<file path="config.mk">
export PLATFORM = sky130hd
export DESIGN_NAME = serial_tx_dbuf
export DESIGN_NICKNAME = d
export VERILOG_FILES = /design/src/rtl/stx_pkg.sv /design/src/rtl/stx_holding.sv /design/src/rtl/stx_shifter.sv /design/src/rtl/stx_line.sv /design/src/rtl/serial_tx_dbuf.sv
export SDC_FILE = /design/constraint.sdc
export NUM_CORES = 1
export LEC_CHECK = 0
export BUFFER_PORTS_ARGS = -buffer_cell sky130_fd_sc_hd__buf_4
export CORE_MARGIN = 2
export CORE_UTILIZATION = 35
export CTS_BUF_LIST = sky130_fd_sc_hd__clkbuf_8 sky130_fd_sc_hd__clkbuf_16
export CTS_CLUSTER_SIZE = 10
export DETAILED_ROUTE_END_ITERATION = 12
export HOLD_SLACK_MARGIN = 0.05
export PLACE_DENSITY_LB_ADDON = 0.08
export SLEW_MARGIN = 25
export SYNTH_ARGS = -nofsm -noshare
export SYNTH_HDL_FRONTEND = slang
export SYNTH_SLANG_ARGS = --single-unit
</file>
<file path="constraint.sdc">
create_clock -name clk -period 1.8 [get_ports clk]
set_input_delay 0.18 -clock clk [delete_from_list [all_inputs] [get_ports clk]]
set_output_delay 0.18 -clock clk [all_outputs]
set_load 0.01 [all_outputs]
</file>
<file path="src/rtl/stx_pkg.sv">
package stx_pkg;
  typedef enum logic [1:0] {
    ST_IDLE  = 2'd0,
    ST_START = 2'd1,
    ST_DATA  = 2'd2,
    ST_STOP  = 2'd3
  } stx_state_e;
endpackage

</file>
<file path="src/rtl/stx_holding.sv">
module stx_holding #(
  parameter int DATA_W = 8
) (
  input  logic            clk,
  input  logic            rst,
  input  logic            en,
  input  logic            irq_en,
  input  logic            wr_valid,
  input  logic [DATA_W-1:0] wr_data,
  input  logic            wr_bit9,
  input  logic            take,
  output logic            full,
  output logic [DATA_W:0] word,
  output logic            empty_flag,
  output logic            irq
);
  logic            full_q;
  logic [DATA_W:0] word_q;
  logic            flag_q;
  logic            irq_q;

  // Occupancy and stored word; a write at the take edge refills at once.
  always_ff @(posedge clk) begin
    if (rst) begin
      full_q <= 1'b0;
      word_q <= '0;
    end else if (!en) begin
      full_q <= 1'b0;
    end else if (wr_valid) begin
      full_q <= 1'b1;
      word_q <= {wr_bit9, wr_data};
    end else if (take) begin
      full_q <= 1'b0;
    end
  end

  // Flag follows occupancy one clock later, giving the two-cycle view.
  always_ff @(posedge clk) begin
    if (rst) begin
      flag_q <= 1'b0;
      irq_q  <= 1'b0;
    end else begin
      flag_q <= en && !full_q;
      irq_q  <= irq_en && en && !full_q;
    end
  end

  assign full       = full_q;
  assign word       = word_q;
  assign empty_flag = flag_q;
  assign irq        = irq_q;

  p_write_fills_r6: assert property (@(posedge clk) disable iff (rst)
    (en && wr_valid) |=> full_q);
  p_irq_needs_flag_r10: assert property (@(posedge clk) disable iff (rst)
    irq_q |-> flag_q);
  p_disabled_clear_r8: assert property (@(posedge clk) disable iff (rst)
    !en |=> (!full_q && !flag_q));
endmodule

</file>
<file path="src/rtl/stx_shifter.sv">
module stx_shifter
  import stx_pkg::*;
#(
  parameter int DATA_W = 8
) (
  input  logic            clk,
  input  logic            rst,
  input  logic            en,
  input  logic            tick,
  input  logic            nine_mode,
  input  logic            hold_full,
  input  logic [DATA_W:0] hold_word,
  output logic            take,
  output logic            level,
  output logic            busy
);
  localparam int WORD_W = DATA_W + 1;
  localparam int CNT_W  = $clog2(WORD_W + 1);

  stx_state_e        state_q;
  logic [WORD_W-1:0] shreg_q;
  logic [CNT_W-1:0]  idx_q;
  logic              nine_q;
  logic              busy_q;
  logic [CNT_W-1:0]  last_idx;
  logic              frame_end;

  assign last_idx  = nine_q ? CNT_W'(DATA_W) : CNT_W'(DATA_W - 1);
  assign frame_end = (state_q == ST_STOP) && tick;
  assign take      = en && hold_full && ((state_q == ST_IDLE) || frame_end);

  always_ff @(posedge clk) begin
    if (rst || !en) begin
      state_q <= ST_IDLE;
      shreg_q <= '0;
      idx_q   <= '0;
      nine_q  <= 1'b0;
      busy_q  <= 1'b0;
    end else if (take) begin
      state_q <= ST_START;
      shreg_q <= hold_word;
      idx_q   <= '0;
      nine_q  <= nine_mode;
      busy_q  <= 1'b1;
    end else if (tick) begin
      case (state_q)
        ST_START: state_q <= ST_DATA;
        ST_DATA: begin
          if (idx_q == last_idx) begin
            state_q <= ST_STOP;
          end else begin
            shreg_q <= shreg_q >> 1;
            idx_q   <= idx_q + 1'b1;
          end
        end
        ST_STOP: begin
          state_q <= ST_IDLE;
          busy_q  <= 1'b0;
        end
        default: state_q <= ST_IDLE;
      endcase
    end
  end

  always_comb begin
    case (state_q)
      ST_START: level = 1'b0;
      ST_DATA:  level = shreg_q[0];
      default:  level = 1'b1;
    endcase
  end

  assign busy = busy_q;

  p_load_when_free_r5: assert property (@(posedge clk) disable iff (rst)
    take |-> ((state_q == ST_IDLE) || (state_q == ST_STOP && tick)));
  p_start_after_load_r1: assert property (@(posedge clk) disable iff (rst)
    take |=> (state_q == ST_START));
  p_abort_r11: assert property (@(posedge clk) disable iff (rst)
    !en |=> (state_q == ST_IDLE && !busy_q));
  p_hold_without_tick_r4: assert property (@(posedge clk) disable iff (rst)
    (en && !tick && state_q != ST_IDLE) |=> $stable(state_q));
  p_index_bound_r2: assert property (@(posedge clk) disable iff (rst)
    idx_q <= CNT_W'(DATA_W));
  p_busy_state_r9: assert property (@(posedge clk) disable iff (rst)
    busy_q == (state_q != ST_IDLE));
endmodule

</file>
<file path="src/rtl/stx_line.sv">
module stx_line (
  input  logic clk,
  input  logic rst,
  input  logic level,
  input  logic idle_high,
  output logic line
);
  logic line_q;

  // Idle-high passes the mark level; idle-low inverts the whole waveform.
  always_ff @(posedge clk) begin
    if (rst) line_q <= idle_high;
    else     line_q <= idle_high ? level : !level;
  end

  assign line = line_q;
endmodule

</file>
<file path="src/rtl/serial_tx_dbuf.sv">
module serial_tx_dbuf #(
  parameter int DATA_W = 8
) (
  input  logic              clk,
  input  logic              rst,
  input  logic              tx_en,
  input  logic              nine_bit_mode,
  input  logic              idle_high,
  input  logic              irq_en,
  input  logic              wr_valid,
  input  logic [DATA_W-1:0] wr_data,
  input  logic              wr_bit9,
  input  logic              baud_tick,
  output logic              tx_line,
  output logic              hold_empty,
  output logic              shift_empty,
  output logic              irq
);
  logic            hold_full;
  logic [DATA_W:0] hold_word;
  logic            take;
  logic            level;
  logic            busy;

  stx_holding #(.DATA_W(DATA_W)) u_hold (
    .clk(clk), .rst(rst), .en(tx_en), .irq_en(irq_en),
    .wr_valid(wr_valid), .wr_data(wr_data), .wr_bit9(wr_bit9),
    .take(take), .full(hold_full), .word(hold_word),
    .empty_flag(hold_empty), .irq(irq)
  );

  stx_shifter #(.DATA_W(DATA_W)) u_shift (
    .clk(clk), .rst(rst), .en(tx_en), .tick(baud_tick),
    .nine_mode(nine_bit_mode), .hold_full(hold_full), .hold_word(hold_word),
    .take(take), .level(level), .busy(busy)
  );

  stx_line u_line (
    .clk(clk), .rst(rst), .level(level), .idle_high(idle_high), .line(tx_line)
  );

  assign shift_empty = !busy;

  p_idle_level_r3: assert property (@(posedge clk) disable iff (rst)
    (shift_empty && $past(shift_empty)) |-> (tx_line == $past(idle_high)));
  p_take_empties_r7: assert property (@(posedge clk) disable iff (rst)
    (take && !wr_valid && tx_en) |=> !hold_full);
endmodule

</file>
Yosys cells after proc, flatten, opt, wreduce, memory -nomap -nowiden. Cells that the tools add are included.

Add/subtract/negate cells: 1. Eq/ne operators: 7. Muxes and demuxes: 17. Bitwise gates (word level): 2. Reduce and logical (&&, ||, !) cells: 25.

Operators by type and width (count): 9-bit two-way mux (4); 1-bit two-way mux (9); 2-bit AND reduction (4); 2-bit nonzero test (4); 1-bit logical AND (6); 3-bit AND reduction (2); 4-bit by 1-bit adder with 4-bit output, second input constant (1); 2-bit equality test, second input constant (2); 4-bit equality test (1); 1-bit zero test (4); 4-bit two-way mux (1); 2-bit one-hot mux with 2 select lines (1); 2-bit OR reduction (2); 3-bit by 2-bit != test with 1-bit output, second input constant (1); 2-bit by 1-bit equality test with 1-bit output, second input constant (1); 2-bit zero test (1); 1-bit logical OR (2); 2-bit two-way mux (1); 2-bit by 1-bit != test with 1-bit output, second input constant (1); 2-bit != test, second input constant (1); 1-bit NOT (2); 1-bit one-hot mux with 2 select lines (1).

Register bits after elaboration: 30. Input bits: 17. Output and inout port bits: 4. Word-level logic and storage cells: 63.

Longest topological paths before layout.
Depth in word-level cells: 6. Gate-level depth with buffers: 8. Mapped depth without buffers: 6.

Hierarchy. A second synthesis with hierarchy kept.

Cells, all modules: 149. Area total of the unflattened synthesis: 1400.1 um2.

Modules (own cells, without submodules): stx_shifter (instances 1, cells each 95, area each 864.6 um2, sequential area each 340.3 um2); stx_holding (instances 1, cells each 50, area each 499.2 um2, sequential area each 240.2 um2); stx_line (instances 1, cells each 3, area each 32.5 um2, sequential area each 20.0 um2); serial_tx_dbuf (instances 1, cells each 1, area each 3.8 um2, sequential area each 0.0 um2).

Least setup slack after synthesis. OpenSTA, ideal clock, no wires.

Path type: register -> register. Start point: reg u_shift.state_q[0]. End point: reg u_shift.shreg_q[2]. Setup time: 0.124 ns. Data arrival time: 1.467 ns. Data required time: 1.676 ns. Path slack: 0.209 ns. Stages on the path, launching flop included: 9. Buffers on the path: 2. Period minus slack after synthesis: 1.591 ns. Cell sequence: dfxtp_1 -> inv_1 -> ha_1 -> a21o_2 -> and3_1 -> buf_6 -> buf_6 -> a211oi_2 -> nor3_1.

Cells in the longest elaborated chain, start to end: 6. Elaborated cells on any way between the ends: 11. Those cells by class: eq/ne: 3; mux: 1; reduce/logical: 7.

RTL lines: start: declaration (line stx_shifter.sv:20) `stx_state_e state_q;`; start signal: assignment (line stx_shifter.sv:34) `state_q <= ST_IDLE;`; start signal: assignment (line stx_shifter.sv:40) `state_q <= ST_START;`; start signal: assignment (line stx_shifter.sv:47) `ST_START: state_q <= ST_DATA;`; 2-bit equality test (line stx_shifter.sv:29) `assign frame_end = (state_q == ST_STOP) && tick;`; 1-bit logical AND (line stx_shifter.sv:29); 1-bit logical OR (line stx_shifter.sv:30) `assign take = en && hold_full && ((state_q == ST_IDLE) || frame_end);`; 1-bit logical AND (line stx_shifter.sv:30); 2-bit != test (no source line) or 2-bit nonzero test (tied branches); 3-bit AND reduction (no source line); end signal: assignment (line stx_shifter.sv:41) `shreg_q <= hold_word;`; end signal: assignment (line stx_shifter.sv:52) `shreg_q <= shreg_q >> 1;`; end: declaration (line stx_shifter.sv:21) `logic [WORD_W-1:0] shreg_q;`.

Several ways; a longest one is shown, not always the timed one. A chain may end at the register's enable or synchronous reset.

Final worst setup path.
Start point: reg u_shift.state_q[0]. End point: reg u_shift.shreg_q[3].

Same word-level chain as after synthesis.

==> run_results.csv <==
group,metric,value,unit
drt,dr.first_iter.drc_count,53,
yosys,synth_area_leaders,"dfxtp_1 42%, a21oi_1 6.3%, nand2_1 5.5%",
setup_path,path_max_fanout,11,
power,power_density,808,nW/um^2
sta,slew_headroom,60.7,%
global_route,use_met3,5.10,%
cells_and_area,area.growth.synth_to_final,18.4,%
power,total_power,1360,uW
drt,vias_per_cell,5.29,
power,ir_worst_vdd,265,uV
drt,detail_route.first_pass.iterations,4,
sta,fin_ws,0.131,ns
sta,fin_crit,1.67,ns
sta,fmax,0.599,GHz
yosys,synth-edff-count,0,
outcome,status,"completed",
yosys,syn_inst,164,
global_route,grt_pass1_wl,5450,um
power,p_switching,323,uW
yosys,syn_area_per_cell,8.70,um^2
yosys,yosys.area.top_type,"dfxtp_1",
sta,final_max_slew_viol_count,0,
run,max_cap_viol_count,0,
yosys,netlist_area,1430,um^2
clock_tree,cts_tree,"done",
yosys,synth-warning-count,0,
clock_tree,cts_inserted_buffers,5,
placement,dpl-instance-area,1580,um^2
power,intPower,1040,uW
yosys,synth_top_flop_cell,"dfxtp_1",
sta,finalHoldViolCount,0,
sta,worst_slew_pin_slew,0.589,ns
global_route,track_usage,15.9,%
die,coreArea,3970,um^2
power,leakage,0.000604,uW
die,fp.dieArea,4600,um^2
global_route,use_met1,21.2,%
drt,drt_wl_total,3190,um
cells_and_area,nets,206,
setup_path,cp_data_required_time,1.96,ns
cells_and_area,diodes,0,
global_route,grt.busiest_layer,"met2",
power,p_seq_share,50.9,%
yosys,syn_nets,187,
clock_tree,clkLatencyLatePin,0.28,ns
clock_tree,clock_sinks,30,
clock_tree,clockRootBuffer,"clkbuf_8",
placement,dp_slack,-0.0132,ns
die,rows,23,
setup_path,slowest_stage,"dfxtp_1",
die,fp.dieH,67.8,um
hold_path,hold_class,"in -> reg",
setup_path,crit_path_end_kind,"register",
sta,finalSetupViolCount,0,
yosys,yosys.area.top_type_share,42.1,%
die,start_util,35.9,%
yosys,synthDistinctLibCells,34,
setup_path,worstPathArrival,1.83,ns
yosys,yosys-top-cells-count,"30 x dfxtp_1, 21 x nand2_1, 18 x a21oi_1, 14 x nand3_1, 10 x o21ai_0",
drt,ant_nets,0,
setup_path,setup.worst_path.start_class,"register",
cells_and_area,drive_gt1_share,22.3,%
global_route,grt_pass1_vias,1138,
sta,rsz0062_at_grt,"false",
yosys,synth_most_common_cell,"dfxtp_1",
global_route,antenna_found_initial,0,
die,io_pins,21,
drt,wl_per_cell,13.6,um
drt,vias,1238,
yosys,ys_seq_elements,30,
placement,gp_congestion,0.696,
power,pwr-share-comb,8.6,%
setup_path,crit_top_cell,"buf_4",
die,die_width,67.8,um
sta,fin_hold_ws,0.0775,ns
setup_path,slowest_delay,0.37,ns
sta,finalCritPeriodShare,92.7,%
clock_tree,cts_max_level,2,
power,clkPwrFrac,40.5,%
clock_tree,clkTransAtPathRegs,0.06,ns
global_route,grt_max_degree,19,
global_route,gr-total-overflow,0,
setup_path,crit_chain,"inv_1 -> buf_4 -> ha_1 -> and2_1 -> buf_4 -> a211oi_1 -> nor3_1",
clock_tree,clock_path_buffers,2,
power,swShare,23.7,%
clock_tree,cts_setup_buffers,0,
drt,drc,0,
placement,dp_hpwl,2340,um
yosys,yosysSeqAreaShare,42.1,%
cells_and_area,fin_area,1690,um^2
cells_and_area,fillerInstances,420,
setup_path,worstSetupPathType,"reg -> reg",
yosys,synthArstFlopShare,0,%
sta,fin_skew,0.00478,ns
placement,numPortBuffers,20,
global_route,use_met2,24.0,%
-- logic make-up after synthesis --
family / Yosys count / share of synthesized area (%)
buffers and inverters: 14 / 6.05
AO/OA/AOI/OAI: 45 / 20.4
flip-flops: 30 / 42.1
adder cells (fa/ha/maj): 6 / 5.26
XOR/XNOR: 1 / 0.614
multiplexers: 1 / 0.702
AND/OR/NAND/NOR: 67 / 24.8
-- state kept, by name (all words and copies together) (netlist names) --
| name | cells |
|---|---|
| u_hold.empty_flag | 1 |
| u_shift.shreg_q | 9 |
| u_line.line | 1 |
| u_shift.busy | 1 |
| u_shift.nine_q | 1 |
| u_hold.irq | 1 |
| u_shift.idx_q | 4 |
| u_hold.word | 9 |
| u_hold.full | 1 |
| u_shift.state_q | 2 |
-- routing by layer --
metal | vias to the layer above | share of wire, %
met1 | 581 | 48
met5 | - | 0
met3 | 6 | 3.8
met4 | 0 | 1.6
li1 | 632 | -
met2 | 19 | 46
-- final timing paths --
check	startpoint	end	slack [ns]	cells after the start
max	u_shift.state_q[0]	u_shift.shreg_q[3]	0.13	7
min	idle_high	u_line.line	0.08	2
max reg2reg	u_shift.state_q[0]	u_shift.shreg_q[3]	0.13	7
min reg2reg	u_hold.word[5]	u_hold.word[5]	0.46	2
-- what timing repair did --
item / 4_1_cts / 5_1_grt
endpoints found under the setup margin: 1 / 9
hold buffers: 0 / 0
gates resized for setup: 2 / 3
pin swaps: 0 / 0
-- stage by stage --
stage | instances | TNS, ns | utilization [%]
3_5_place_dp | 226 | -0.0132 | 39.9
6_report | 234 | 0 | 42.5
2_1_floorplan | 164 | 0 | -
5_1_grt | 234 | 0 | 42.5
3_3_place_gp | 226 | 0 | 39.9
4_1_cts | 234 | 0 | 42.3
-- layout by cell type (no fill, tap or decap), types with 2 or more instances in the layout --
cell	netlist	routed
nand2_1	21	20
a211oi_2	1	2
nor3_1	8	8
and2_1	3	3
nor2b_1	2	2
nand3_1	14	14
buf_4	0	22
nor2_1	4	4
a211oi_1	7	6
a21oi_1	18	18
o21ai_0	10	10
ha_1	6	6
dfxtp_1	30	29
or3_1	2	2
nor4_1	8	8
clkbuf_8	0	6
inv_1	4	5
-- critical path, delay by kind of cell, from the launching register on --
kind	cells	cell delay, ns
AOI/OAI and AO/OA	1	0.26
and+or+nand+nor	2	0.27
DFF	1	0.37
adders and majority gates	1	0.25
buffers and inverters	3	0.40
-- power by group through the flow --
stage               clock network (uW)  logic (uW)  registers, uW
floorplan                            0        65.3            708
global placement                     0         116            708
detailed placement                   0         118            709
CTS                                570         119            694
global route                       601         133            696
finish                             553         117            694
-- cell type report --
type,instances,area [um^2],area share [%]
Timing Repair Buffer,22,165,9.78
Clock inverter,2,8.76,0.519
Inverter,4,15.0,0.889
Clock buffer,6,82.6,4.89
Tap cell,50,62.6,3.70
Sequential cell,30,602,35.6
Multi-Input combinational cell,120,753,44.6
Note: power is estimated with default switching activity, not from simulation.
